File: config.mk
export PLATFORM = sky130hd
export DESIGN_NAME = amo_exec
export DESIGN_NICKNAME = d
export VERILOG_FILES = /design/src/rtl/amo_pkg.sv /design/src/rtl/amo_dpath.sv /design/src/rtl/amo_ctrl.sv /design/src/rtl/amo_exec.sv
export SDC_FILE = /design/constraint.sdc
export NUM_CORES = 1
export LEC_CHECK = 0
export BUFFER_PORTS_ARGS = -buffer_cell sky130_fd_sc_hd__buf_2
export CAP_MARGIN = 20
export CORE_MARGIN = 2
export CORE_UTILIZATION = 35
export DETAILED_ROUTE_END_ITERATION = 6
export SLEW_MARGIN = 20
export SYNTH_ARGS = -nofsm -noshare
export SYNTH_HDL_FRONTEND = slang
export SYNTH_SLANG_ARGS = --single-unit
File: constraint.sdc
create_clock -name clk -period 6.8 [get_ports clk]
set_clock_uncertainty 0.1 [all_clocks]
set_input_delay 1.36 -clock clk [delete_from_list [all_inputs] [get_ports clk]]
set_output_delay 1.36 -clock clk [all_outputs]
set_load 0.01 [all_outputs]
File: src/rtl/amo_pkg.sv
package amo_pkg;

  typedef enum logic [2:0] {
    KIND_ADD, KIND_OR, KIND_AND, KIND_XOR, KIND_XCHG, KIND_CAS, KIND_BAD
  } kindT;

  typedef enum logic [1:0] {
    DEST_NONE = 2'd0,
    DEST_SRC  = 2'd1,
    DEST_R0   = 2'd2
  } destT;

  typedef enum logic [2:0] {
    ST_IDLE, ST_READ, ST_CALC, ST_WRITE, ST_RESP
  } stateT;

  // strobes from control to datapath
  typedef struct packed {
    logic capReq;
    logic capOld;
    logic capNew;
  } strobeT;

  function automatic kindT decodeOp(input logic [7:0] op);
    case (op)
      8'h00, 8'h01: decodeOp = KIND_ADD;
      8'h40, 8'h41: decodeOp = KIND_OR;
      8'h50, 8'h51: decodeOp = KIND_AND;
      8'hA0, 8'hA1: decodeOp = KIND_XOR;
      8'hE1:        decodeOp = KIND_XCHG;
      8'hF1:        decodeOp = KIND_CAS;
      default:      decodeOp = KIND_BAD;
    endcase
  endfunction

endpackage

File: src/rtl/amo_dpath.sv
module amo_dpath
  import amo_pkg::*;
#(
  parameter int AW = 16,
  parameter int OW = 16,
  parameter int DW = 64
) (
  input  logic          clk,
  input  logic          rstN,
  input  strobeT        strobe,
  input  logic [1:0]    reqSize,
  input  logic [7:0]    reqOp,
  input  logic [AW-1:0] reqBase,
  input  logic [OW-1:0] reqOffset,
  input  logic [DW-1:0] reqSrc,
  input  logic [DW-1:0] reqR0,
  input  logic [DW-1:0] memRdata,
  output logic          reqIllegal,
  output logic          skipWrite,
  output logic          illegalHeld,
  output logic [AW-1:0] memAddr,
  output logic [DW-1:0] memWdata,
  output logic [1:0]    rspDest,
  output logic [DW-1:0] rspData
);
  localparam int HW = DW / 2;

  kindT          kindReg;
  logic          fetchReg, wideReg, illegalReg;
  logic [AW-1:0] addrReg;
  logic [DW-1:0] srcReg, r0Reg, oldReg, newReg;
  logic [DW-1:0] opA, opB, result, merged, oldExt;
  logic          casHit;
  destT          dest;

  assign reqIllegal = (decodeOp(reqOp) == KIND_BAD) || !reqSize[1];

  always_ff @(posedge clk) begin
    if (!rstN) begin
      kindReg    <= KIND_BAD;
      fetchReg   <= 1'b0;
      wideReg    <= 1'b0;
      illegalReg <= 1'b0;
      addrReg    <= '0;
      srcReg     <= '0;
      r0Reg      <= '0;
      oldReg     <= '0;
      newReg     <= '0;
    end else begin
      if (strobe.capReq) begin
        kindReg    <= decodeOp(reqOp);
        fetchReg   <= reqOp[0];
        wideReg    <= reqSize[0];
        illegalReg <= reqIllegal;
        addrReg    <= reqBase + AW'(signed'(reqOffset));
        srcReg     <= reqSrc;
        r0Reg      <= reqR0;
      end
      if (strobe.capOld) oldReg <= memRdata;
      if (strobe.capNew) newReg <= merged;
    end
  end

  assign opA    = wideReg ? oldReg : {{HW{1'b0}}, oldReg[HW-1:0]};
  assign opB    = wideReg ? srcReg : {{HW{1'b0}}, srcReg[HW-1:0]};
  assign oldExt = opA;
  assign casHit = wideReg ? (oldReg == r0Reg) : (oldReg[HW-1:0] == r0Reg[HW-1:0]);

  always_comb begin
    case (kindReg)
      KIND_ADD: result = opA + opB;
      KIND_OR:  result = opA | opB;
      KIND_AND: result = opA & opB;
      KIND_XOR: result = opA ^ opB;
      default:  result = opB;
    endcase
  end

  // 32-bit mode keeps the upper half of the memory word
  assign merged = wideReg ? result : {oldReg[DW-1:HW], result[HW-1:0]};

  always_comb begin
    if (illegalReg)                                    dest = DEST_NONE;
    else if (kindReg == KIND_CAS)                      dest = DEST_R0;
    else if (kindReg == KIND_XCHG || fetchReg)         dest = DEST_SRC;
    else                                               dest = DEST_NONE;
  end

  assign skipWrite   = (kindReg == KIND_CAS) && !casHit;
  assign illegalHeld = illegalReg;
  assign memAddr     = addrReg;
  assign memWdata    = newReg;
  assign rspDest     = dest;
  assign rspData     = (dest == DEST_NONE) ? '0 : oldExt;

endmodule

File: src/rtl/amo_ctrl.sv
module amo_ctrl
  import amo_pkg::*;
(
  input  logic   clk,
  input  logic   rstN,
  input  logic   reqValid,
  input  logic   reqIllegal,
  input  logic   skipWrite,
  input  logic   memAck,
  output strobeT strobe,
  output logic   busy,
  output logic   memReq,
  output logic   memWe,
  output logic   memLock,
  output logic   rspValid
);
  stateT state, stateNext;

  always_ff @(posedge clk) begin
    if (!rstN) state <= ST_IDLE;
    else       state <= stateNext;
  end

  always_comb begin
    stateNext = state;
    strobe    = '0;
    memReq    = 1'b0;
    memWe     = 1'b0;
    memLock   = 1'b0;
    rspValid  = 1'b0;
    case (state)
      ST_IDLE: begin
        if (reqValid) begin
          strobe.capReq = 1'b1;
          stateNext     = reqIllegal ? ST_RESP : ST_READ;
        end
      end
      ST_READ: begin
        memReq  = 1'b1;
        memLock = 1'b1;
        if (memAck) begin
          strobe.capOld = 1'b1;
          stateNext     = ST_CALC;
        end
      end
      ST_CALC: begin
        memLock       = 1'b1;
        strobe.capNew = 1'b1;
        stateNext     = skipWrite ? ST_RESP : ST_WRITE;
      end
      ST_WRITE: begin
        memReq  = 1'b1;
        memWe   = 1'b1;
        memLock = 1'b1;
        if (memAck) stateNext = ST_RESP;
      end
      ST_RESP: begin
        rspValid  = 1'b1;
        stateNext = ST_IDLE;
      end
      default: stateNext = ST_IDLE;
    endcase
  end

  assign busy = (state != ST_IDLE);

endmodule

File: src/rtl/amo_exec.sv
module amo_exec
  import amo_pkg::*;
#(
  parameter int AW = 16,
  parameter int OW = 16,
  parameter int DW = 64
) (
  input  logic          clk,
  input  logic          rstN,
  input  logic          reqValid,
  input  logic [1:0]    reqSize,
  input  logic [7:0]    reqOp,
  input  logic [AW-1:0] reqBase,
  input  logic [OW-1:0] reqOffset,
  input  logic [DW-1:0] reqSrc,
  input  logic [DW-1:0] reqR0,
  output logic          busy,
  output logic          memReq,
  output logic          memWe,
  output logic          memLock,
  output logic [AW-1:0] memAddr,
  output logic [DW-1:0] memWdata,
  input  logic [DW-1:0] memRdata,
  input  logic          memAck,
  output logic          rspValid,
  output logic          rspIllegal,
  output logic [1:0]    rspDest,
  output logic [DW-1:0] rspData
);
  strobeT strobe;
  logic   reqIllegal, skipWrite, illegalHeld;

  amo_ctrl u_ctrl (
    .clk(clk), .rstN(rstN), .reqValid(reqValid), .reqIllegal(reqIllegal),
    .skipWrite(skipWrite), .memAck(memAck), .strobe(strobe), .busy(busy),
    .memReq(memReq), .memWe(memWe), .memLock(memLock), .rspValid(rspValid)
  );

  amo_dpath #(.AW(AW), .OW(OW), .DW(DW)) u_dpath (
    .clk(clk), .rstN(rstN), .strobe(strobe), .reqSize(reqSize), .reqOp(reqOp),
    .reqBase(reqBase), .reqOffset(reqOffset), .reqSrc(reqSrc), .reqR0(reqR0),
    .memRdata(memRdata), .reqIllegal(reqIllegal), .skipWrite(skipWrite),
    .illegalHeld(illegalHeld), .memAddr(memAddr), .memWdata(memWdata),
    .rspDest(rspDest), .rspData(rspData)
  );

  assign rspIllegal = rspValid && illegalHeld;

endmodule

==> run_results.csv, run 1 <==
group,metric,value,unit
drt,vias,20000,
grt,grt_use_total,0.260,
finish,fin_cells,3633,
drt,drt_iter0_markers,1429,
synthesis,async_flop_share,0,
clocking,ctsHoldBuffers,0,
clocking,cts-root-buf,"clkbuf_16",
clocking,clk_pin_slew_worst_paths,0.06,ns
clocking,tritoncts,"built",
outcome,status,"finished, final reports clean",
clocking,clk_latency,0.56,ns
floorplan,rows,85,
place,post-place-ws,2.36,ns
floorplan,die_h,238,µm
worst_hold_path,hold_start,"u_dpath.memAddr[6]$_SDFFE_PN0P_",
worst_hold_path,min_to,"u_dpath.memAddr[6]$_SDFFE_PN0P_",
timing,rsz0062_at_grt,"false",
timing,fin_ws,2.29,ns
grt,grt_max_degree,113,
worst_setup_path,worstPathMaxFanout,42,
worst_setup_path,required,5.34,ns
grt,grt.overflow.total,0,
worst_setup_path,cp-end-kind,"output port",
finish,finalInstanceArea,22700,µm²
timing,timing.fmax,222,MHz
synthesis,syn_inst,2634,
worst_setup_path,worstSetupPathType,"reg -> out",
synthesis,synth.area.top_cells,"dfxtp_1 (29%), nand2_1 (12%), ha_1 (9.3%)",
finish,nFillCells,5634,
drt,drc,0,
drt,totalWireLength,75900,µm
pwr,power,4.19,mW
synthesis,synth_top_area_frac,0.293,
clocking,clock-sinks,281,
finish,layout_common_cells,"nand2_1 (589), buf_2 (389), a21oi_1 (341), dfxtp_1 (277), inv_1 (209)",
place,globalplace.congestion,0.917,
synthesis,syn-num-nets,3017,
clocking,cts_resized,0,
job,cap_violations,0,
finish,mostFrequentLayoutCell,"nand2_1",
synthesis,synth_cell_type_count,82,
timing,drv_slew,0,
drt,final_antenna_net_count,0,
place,placed_area,21500,µm²
timing,hold_viol_final,0,
grt,grt_first_pass_wirelength,114000,µm
place,dp_cells,3568,
floorplan,core,54000,µm²
drt,firstDrtPassIters,5,
worst_setup_path,critPathSlowestCell,"dfxtp_4",
synthesis,yosys_warnings,0,
floorplan,io_pins,390,
clocking,cts_buffers,36,
synthesis,yosys.area.top_type,"dfxtp_1",
synthesis,yosysSeqAreaShare,0.293,
place,dp_hpwl,57000,µm
clocking,cts.path.max_buffers,3,
worst_setup_path,crit_chain,"nor2b_1 > o21bai_4 > buf_4 > nor2_1 > buf_2",
finish,area_growth,18.0,%
pwr,ir_drop,0.125,mV
floorplan,initial_core_util,0.356,
grt,antenna_found_initial,1,
synthesis,synth_seq_cells,281,
floorplan,die-area,56800,µm²
clocking,cts_setup_buffers,0,
drt,detail_route.wl_per_cell,20.9,µm
synthesis,synth_edf_count,0,
clocking,h-tree-depth,2,
worst_setup_path,crit_arrival,3.05,ns
worst_hold_path,hold_path_class,"reg -> reg",
timing,fin_crit_sh,0.663,
drt,vias_per_cell,5.51,
worst_setup_path,critPathMaxStageDelay,0.65,ns
worst_setup_path,crit_path_start_kind,"flop",
timing,final.min_clock_period,4.51,ns
worst_setup_path,worstReg2RegStart,"u_dpath.wideReg$_SDFFE_PN0P_",
timing,maxSlewHeadroom,0.263,
synthesis,synth_area,19200,µm²
place,numPortBuffers,389,
timing,setup_viol,0,
finish,post_route_cells_drive_above_1_share,0.180,
pwr,pwr_density_cell,185,nW/µm²
finish,final_nets,3293,
worst_setup_path,rr_worst_depth,14,
timing,worstMarginPinSlew,1.10,ns
timing,finalSetupTns,0,ns
pwr,p_leak,10.3,nW
synthesis,avgSynthCellArea,7.30,µm²
floorplan,die_w,238,µm
worst_setup_path,reg2reg_to,"u_dpath.memWdata[62]$_SDFFE_PN0N_",
synthesis,yosys_most_used_dff,"dfxtp_1",
worst_setup_path,r2r_slack,2.33,ns
worst_hold_path,hold_depth,2,
grt,grt_pass1_vias,19600,
## power by group
group	switching (mW)	internal, mW
registers	0.0593	1.71
clock network	0.810	1.08
logic	0.328	0.203
total	1.20	2.99
## synthesized netlist by cell type (all sizes together) (21+ instances only)
cell type,instances
a21oi,342
nand3,45
dfxtp,281
nand2,591
xnor2,84
a21o,21
nand4,36
mux4,24
ha,143
mux2i,49
clkbuf,136
nor2,154
o21ai,127
buf,34
nor3,26
xor2,49
inv,210
a22oi,25
a31oi,26
## registers in the layout (all words and copies together), names as in the netlist, 3 cells and up
name	cells
u_ctrl.state	3
u_dpath.memAddr	16
u_dpath.srcReg	64
u_dpath.kindReg	3
u_dpath.r0Reg	64
u_dpath.oldReg	64
u_dpath.memWdata	64
## worst max-delay path: cells and delay by family (launching register included)
| family | cells | cell delay, ns |
|---|---|---|
| compound gates | 1 | 0.63 |
| buf+inv | 2 | 0.81 |
| flops | 1 | 0.65 |
| simple gates | 2 | 0.39 |
## metrics by stage
stage / utilization / hold WS, ns
6_report: 0.420 / 0.350
5_1_grt: 0.420 / 0.362
4_1_cts: 0.420 / 0.352
3_5_place_dp: 0.398 / 0.344
3_3_place_gp: 0.398 / 0.338
2_1_floorplan: - / 0.336
## per-layer routing
metal  track usage  vias up  part of all wire
met1         0.331     9583              0.43
met4         0.124        0             0.051
met2         0.435      731              0.46
li1              -     9538                 -
met3        0.0346      169             0.057
met5             0        -                 0
## cell type report
class                      count  area (µm²)  area share
clock buffer                  45         985      0.0434
tap                          696         871      0.0384
multi-input combinational   1970       12100       0.534
clock inverter                18         169     0.00745
antenna                        2        5.00    0.000221
inverter                     211         797      0.0351
sequential                   281        5640       0.249
timing repair buffer         410        2100      0.0928
## cell families after synthesis
group / share of synthesized area
adder cells (fa/ha/maj): 0.0952
AO/OA/AOI/OAI: 0.213
flip-flops: 0.293
XOR/XNOR: 0.0606
multiplexers: 0.0556
AND/OR/NAND/NOR: 0.203
buffers and inverters: 0.0796
## worst max-delay path by stage
| stage | start | endpoint | cells past startpoint |
|---|---|---|---|
| 6_report | u_dpath.kindReg[1]$_SDFFE_PN1P_ | rspData[34] | 5 |
| 5_1_grt | u_dpath.wideReg$_SDFFE_PN0P_ | u_dpath.memWdata[62]$_SDFFE_PN0N_ | 13 |
| 4_1_cts | u_dpath.kindReg[1]$_SDFFE_PN1P_ | rspData[34] | 5 |
| 3_5_place_dp | u_dpath.wideReg$_SDFFE_PN0P_ | u_dpath.memWdata[62]$_SDFFE_PN0N_ | 14 |
| 3_3_place_gp | u_dpath.wideReg$_SDFFE_PN0P_ | u_dpath.memWdata[62]$_SDFFE_PN0N_ | 14 |
| 2_1_floorplan | u_dpath.wideReg$_SDFFE_PN0P_ | u_dpath.memWdata[62]$_SDFFE_PN0N_ | 18 |
(Power assumes the default switching activity.)
==> inputs of run 2 (changes only) <==
ABC_AREA = 1   (was default)
clock period = 4.4 ns   (was 6.8 ns; I/O delays follow)
==> run_results.csv, run 2 <==
group,metric,value,unit
outcome,status,"finished, final reports clean",
synthesis,yosysMostFrequentCell,"nand2_1",
clocking,cts.path.max_buffers,3,
clocking,cts_buffers,35,
floorplan,initial_core_util,0.355,
clocking,ctsHoldBuffers,0,
timing,timing.fmax,290,MHz
synthesis,yosys_most_used_dff,"dfxtp_1",
synthesis,async_flop_share,0,
grt,grt_first_pass_wirelength,128000,µm
floorplan,core,59200,µm²
worst_setup_path,cp-end-kind,"output port",
drt,firstDrtPassIters,6,
finish,fin_util,0.420,
drt,vias_per_cell,5.09,
drt,drt_iter0_markers,1954,
clocking,h-tree-depth,2,
job,cap_violations,0,
drt,vias,23200,
worst_setup_path,critPathSlowestCell,"nor2_1",
grt,grt_max_degree,197,
worst_setup_path,critPathTopFamily,"simple AND/OR/NAND/NOR gates",
worst_setup_path,crit_arrival,2.47,ns
clocking,clock-sinks,281,
worst_setup_path,crit_chain,"inv_1 > nand2_1 > nor2_1 > nand2_1 > inv_1 > nor2_4 > buf_12 > nor2_1 > buf_2",
worst_setup_path,cp_num_cells,9,
worst_hold_path,hold_path_class,"reg -> reg",
floorplan,die_w,249,µm
clocking,clk_pin_slew_worst_paths,0.06,ns
worst_setup_path,r2r_slack,1.12,ns
worst_setup_path,cp-endpoint,"rspData[44]",
clocking,cts_setup_buffers,0,
timing,finalSetupTns,0,ns
pwr,ir_drop,0.263,mV
floorplan,rows,89,
timing,final.min_clock_period,3.45,ns
synthesis,yosys_warnings,0,
worst_setup_path,rr_worst_depth,15,
grt,grt.overflow.total,0,
finish,layout_common_cells,"nand2_1 (1019), inv_1 (523), buf_2 (388), a21oi_1 (374), dfxtp_1 (279)",
worst_setup_path,worstReg2RegStart,"u_dpath.wideReg$_SDFFE_PN0P_",
drt,final_antenna_net_count,0,
finish,mostFrequentLayoutCell,"nand2_1",
place,numPortBuffers,389,
worst_setup_path,worstPathMaxFanout,64,
worst_setup_path,critPathLaunch,"u_dpath.kindReg[1]$_SDFFE_PN1P_",
timing,maxSlewHeadroom,0.300,
timing,drv_slew,0,
synthesis,synth_seq_cells,281,
synthesis,yosysSeqAreaShare,0.267,
grt,antenna_found_initial,14,
grt,grt_use_total,0.263,
timing,setup_viol,0,
floorplan,io_pins,390,
synthesis,synth.area.top_cells,"dfxtp_1 (27%), nand2_1 (18%), inv_1 (9.3%)",
worst_setup_path,reg2reg_to,"u_dpath.memWdata[51]$_SDFFE_PN0N_",
drt,totalWireLength,84700,µm
timing,rsz0062_at_grt,"false",
drt,drc,0,
pwr,p_leak,12.8,nW
finish,final_nets,4141,
timing,fin_crit_sh,0.784,
clocking,cts_resized,0,
timing,hold_viol_final,0,
worst_setup_path,worstPathBufferInverterCount,4,
clocking,cts-root-buf,"clkbuf_16",
clocking,clk_latency,0.57,ns
synthesis,avgSynthCellArea,6.10,µm²
grt,grt_pass1_vias,21900,
synthesis,synth_edf_count,0,
timing,worstMarginPinSlew,1.05,ns
synthesis,synth_cell_type_count,47,
floorplan,die-area,62100,µm²
place,globalplace.congestion,0.972,
finish,area_growth,18.2,%
finish,post_route_cells_drive_above_1_share,0.157,
pwr,power,6.91,mW
worst_setup_path,critPathMaxStageDelay,0.33,ns
synthesis,syn_inst,3448,
synthesis,syn-num-nets,3831,
worst_setup_path,crit_path_start_kind,"flop",
drt,detail_route.wl_per_cell,18.5,µm
floorplan,die_h,249,µm
synthesis,yosys-top-cells-count,"nand2_1 (1019), inv_1 (524), a21oi_1 (374), dfxtp_1 (281), nor2_1 (240)",
worst_setup_path,required,3.42,ns
synthesis,synth_area,21000,µm²
synthesis,synth_top_area_frac,0.267,
clocking,tritoncts,"built",
worst_setup_path,worstSetupPathType,"reg -> out",
pwr,pwr_density_cell,278,nW/µm²
synthesis,yosys.area.top_type,"dfxtp_1",
place,dp_hpwl,65200,µm
## run 2: changes by cell type after synthesis, sizes merged, moves of 39 or more
cell	before	now
o21ai	127	239
nand2	591	1049
a21oi	342	381
xnor2	84	37
nand3	45	135
mux2i	49	0
nor2	154	267
inv	210	543
## run 2: where the power goes
group | total (mW) | switching (mW) | leakage (nW) | internal [mW]
logic | 1.12 | 0.731 | 9.92 | 0.390
registers | 2.76 | 0.0904 | 2.29 | 2.67
clock network | 3.03 | 1.22 | 0.571 | 1.80
## run 2: layout make-up
type / count / area, µm²
Timing Repair Buffer: 419 / 2250
Fill cell: 6536 / 34400
Inverter: 547 / 2060
Tap cell: 773 / 967
Multi-Input combinational cell: 2474 / 12800
Clock inverter: 15 / 206
Clock buffer: 47 / 972
Sequential cell: 281 / 5630
Antenna cell: 8 / 20.0
## run 2: worst min-delay path by stage
stage                                       start                       endpoint  slack [ns]  cells past startpoint
finish              u_dpath.fetchReg$_SDFFE_PN0P_  u_dpath.fetchReg$_SDFFE_PN0P_        0.35                      2
CTS                 u_dpath.fetchReg$_SDFFE_PN0P_  u_dpath.fetchReg$_SDFFE_PN0P_        0.35                      2
global route        u_dpath.fetchReg$_SDFFE_PN0P_  u_dpath.fetchReg$_SDFFE_PN0P_        0.38                      2
detailed placement  u_dpath.fetchReg$_SDFFE_PN0P_  u_dpath.fetchReg$_SDFFE_PN0P_        0.35                      2
global placement    u_dpath.fetchReg$_SDFFE_PN0P_  u_dpath.fetchReg$_SDFFE_PN0P_        0.34                      2
floorplan           u_dpath.fetchReg$_SDFFE_PN0P_  u_dpath.fetchReg$_SDFFE_PN0P_        0.32                      2
## run 2: metrics by stage
step	cells	hold WS [ns]	area (µm²)	setup slack (ns)
finish	4564	0.352	24900	0.949
global route	4560	0.376	24900	0.829
CTS	4556	0.354	24800	0.904
detailed placement	4494	0.346	23700	1.17
global placement	4494	0.342	23700	1.15
floorplan	3448	0.323	21000	1.72
## run 2: tightest hold or removal path: cells and delay by family, from the launching register on
family                 cells  cell delay [ns]
DFF                        1             0.29
AOI/OAI and AO/OA          1             0.06
buffers and inverters      1             0.06
## run 2: cells by family (layout without fill, tap and decap cells)
group / count (synthesis) / in the layout / synth area share
buffers and inverters: 693 / 1028 / 0.127
AO/OA/AOI/OAI: 754 / 754 / 0.196
flip-flops: 281 / 281 / 0.267
adder cells (fa/ha/maj): 145 / 145 / 0.0869
XOR/XNOR: 55 / 55 / 0.0229
AND/OR/NAND/NOR: 1520 / 1520 / 0.300
other: 0 / 8 / 0
## run 2: per-layer routing
metal,routed length (µm),up-vias,GRT usage
met5,72,-,0
met4,2610,10,0.0828
met3,5880,134,0.0461
met2,36500,778,0.410
met1,39600,10700,0.368
li1,-,11600,-
==> inputs of run 3 (changes only) <==
clock period = 2.8 ns   (was 4.4 ns; I/O delays follow)
==> run_results.csv, run 3 (synthesized netlist as in run 2, its figures left out) <==
group,metric,value,unit
finish,nFillCells,6330,
worst_setup_path,required,2.14,ns
worst_hold_path,min_to,"u_dpath.oldReg[43]$_SDFFE_PN0P_",
pwr,pwr_density_cell,412,nW/µm²
floorplan,die-area,62100,µm²
timing,final.min_clock_period,2.74,ns
worst_setup_path,r2r_slack,0.06,ns
clocking,cts-root-buf,"clkbuf_16",
place,numPortBuffers,389,
clocking,cts.path.max_buffers,3,
clocking,h-tree-depth,2,
place,post-place-ws,0.00574,ns
finish,fin_util,0.457,
drt,vias_per_cell,5.05,
timing,timing.fmax,365,MHz
worst_setup_path,cp-end-kind,"output port",
grt,antenna_found_initial,9,
finish,layout_common_cells,"nand2_1 (991), inv_1 (522), buf_2 (388), a21oi_1 (362), dfxtp_1 (278)",
job,cap_violations,0,
grt,grt_first_pass_wirelength,134000,µm
outcome,status,"finished, final reports clean",
worst_setup_path,rr_worst_depth,17,
timing,maxSlewHeadroom,0.290,
clocking,ctsHoldBuffers,0,
timing,setup_viol,0,
drt,firstDrtPassIters,5,
place,globalplace.congestion,0.961,
clocking,clk_latency,0.58,ns
pwr,p_comb_frac,0.174,
timing,finalSetupTns,0,ns
clocking,clock-sinks,281,
timing,fin_crit_sh,0.978,
worst_setup_path,worstSetupPathType,"reg -> out",
timing,drv_slew,0,
pwr,seqPwrFrac,0.389,
clocking,cts_buffers,35,
timing,rsz0062_at_grt,"true",
worst_setup_path,worstPathMaxFanout,37,
worst_hold_path,hold_depth,3,
pwr,clkPwrFrac,0.437,
finish,mostFrequentLayoutCell,"nand2_1",
pwr,switching_share,0.301,
drt,totalWireLength,89300,µm
timing,worstMarginPinSlew,1.07,ns
clocking,clk_pin_slew_worst_paths,0.06,ns
pwr,p_sw,3.36,mW
place,dp_hpwl,69600,µm
floorplan,rows,89,
finish,final_nets,4341,
grt,grt.overflow.total,0,
floorplan,io_pins,390,
worst_setup_path,reg2reg_to,"u_dpath.memWdata[56]$_SDFFE_PN0N_",
timing,hold_viol_final,0,
grt,grt_max_degree,105,
drt,detail_route.wl_per_cell,18.8,µm
grt,grt_pass1_vias,22800,
pwr,power.internal,7.79,mW
floorplan,die_h,249,µm
pwr,ir_drop,0.361,mV
floorplan,initial_core_util,0.355,
floorplan,core,59200,µm²
pwr,p_leak,13.9,nW
drt,drt_iter0_markers,1874,
finish,post_route_cells_drive_above_1_share,0.227,
finish,regArea,5630,µm²
worst_hold_path,hold_path_class,"in -> reg",
worst_setup_path,crit_arrival,2.08,ns
grt,grt_use_total,0.278,
floorplan,die_w,249,µm
finish,multi_input_area,13300,µm²
timing,fin_ws,0.0628,ns
pwr,power,11.1,mW
worst_hold_path,hold_start,"memRdata[43]",
drt,final_antenna_net_count,0,
drt,drc,0,
clocking,tritoncts,"built",
drt,vias,24000,
finish,area_growth,28.7,%
worst_setup_path,worstReg2RegStart,"u_dpath.wideReg$_SDFFE_PN0P_",
worst_setup_path,crit_path_start_kind,"flop",
==> run 3: worst max path at each step <==
stage / startpoint / to / slack, ns / cells after the start
global route: u_dpath.wideReg$_SDFFE_PN0P_ / u_dpath.memWdata[56]$_SDFFE_PN0N_ / -0.07 / 17
detailed placement: u_dpath.oldReg[0]$_SDFFE_PN0P_ / u_dpath.memWdata[44]$_SDFFE_PN0N_ / 0.006 / 16
CTS: u_dpath.kindReg[1]$_SDFFE_PN1P_ / rspData[39] / -0.0005 / 9
finish: u_dpath.kindReg[1]$_SDFFE_PN1P_ / rspData[37] / 0.06 / 9
global placement: u_dpath.wideReg$_SDFFE_PN0P_ / u_dpath.memWdata[63]$_SDFFE_PN0N_ / 0.009 / 15
floorplan: u_dpath.wideReg$_SDFFE_PN0P_ / u_dpath.memWdata[62]$_SDFFE_PN0N_ / 0.18 / 17
==> run 3: critical path: stages, from the launching register on <==
cell     delay, ns
dfxtp_1       0.32
inv_2         0.08
nand2_2       0.08
nor2_4        0.19
nand2_1       0.07
inv_1         0.12
nor2_4        0.07
buf_12        0.18
nor2_2        0.18
buf_2         0.16
==> run 3: area by class of cell <==
type,instances,share of cell area
Tap cell,773,0.0357
Sequential cell,281,0.208
Multi-Input combinational cell,2474,0.491
Timing Repair Buffer,619,0.145
Antenna cell,3,0.000277
Clock buffer,49,0.0365
Inverter,547,0.0760
Clock inverter,14,0.00818
==> run 3: stage by stage <==
step / area (µm²) / std cells / hold slack [ns]
3_3_place_gp: 25300 / 4692 / 0.335
2_1_floorplan: 21000 / 3448 / 0.323
5_1_grt: 27100 / 4758 / 0.119
4_1_cts: 26600 / 4755 / 0.103
3_5_place_dp: 25300 / 4692 / 0.337
6_report: 27100 / 4760 / 0.126
==> run 3: layer usage <==
| layer | track usage | vias up | wire (µm) |
|---|---|---|---|
| met3 | 0.0592 | 139 | 7440 |
| met4 | 0.0855 | 10 | 2590 |
| met2 | 0.424 | 893 | 38200 |
| li1 | - | 12000 | - |
| met5 | 0 | - | 69 |
| met1 | 0.389 | 11000 | 41000 |
==> run 3: power by group through the flow <==
| stage | registers, mW | clock network, mW | logic (mW) |
|---|---|---|---|
| final | 4.33 | 4.87 | 1.94 |
| after global placement | 4.41 | 0 | 1.87 |
| after floorplan | 4.39 | 0 | 1.13 |
| after detailed placement | 4.41 | 0 | 1.88 |
| after CTS | 4.33 | 4.95 | 1.90 |
| after global routing | 4.35 | 5.10 | 2.15 |
==> run 3: repair_timing <==
action / 4_1_cts / 5_1_grt
setup buffers: 0 / 2
endpoints found under the setup margin: 54 / 79
pin swaps: 0 / 2
resized for setup: 27 / 103
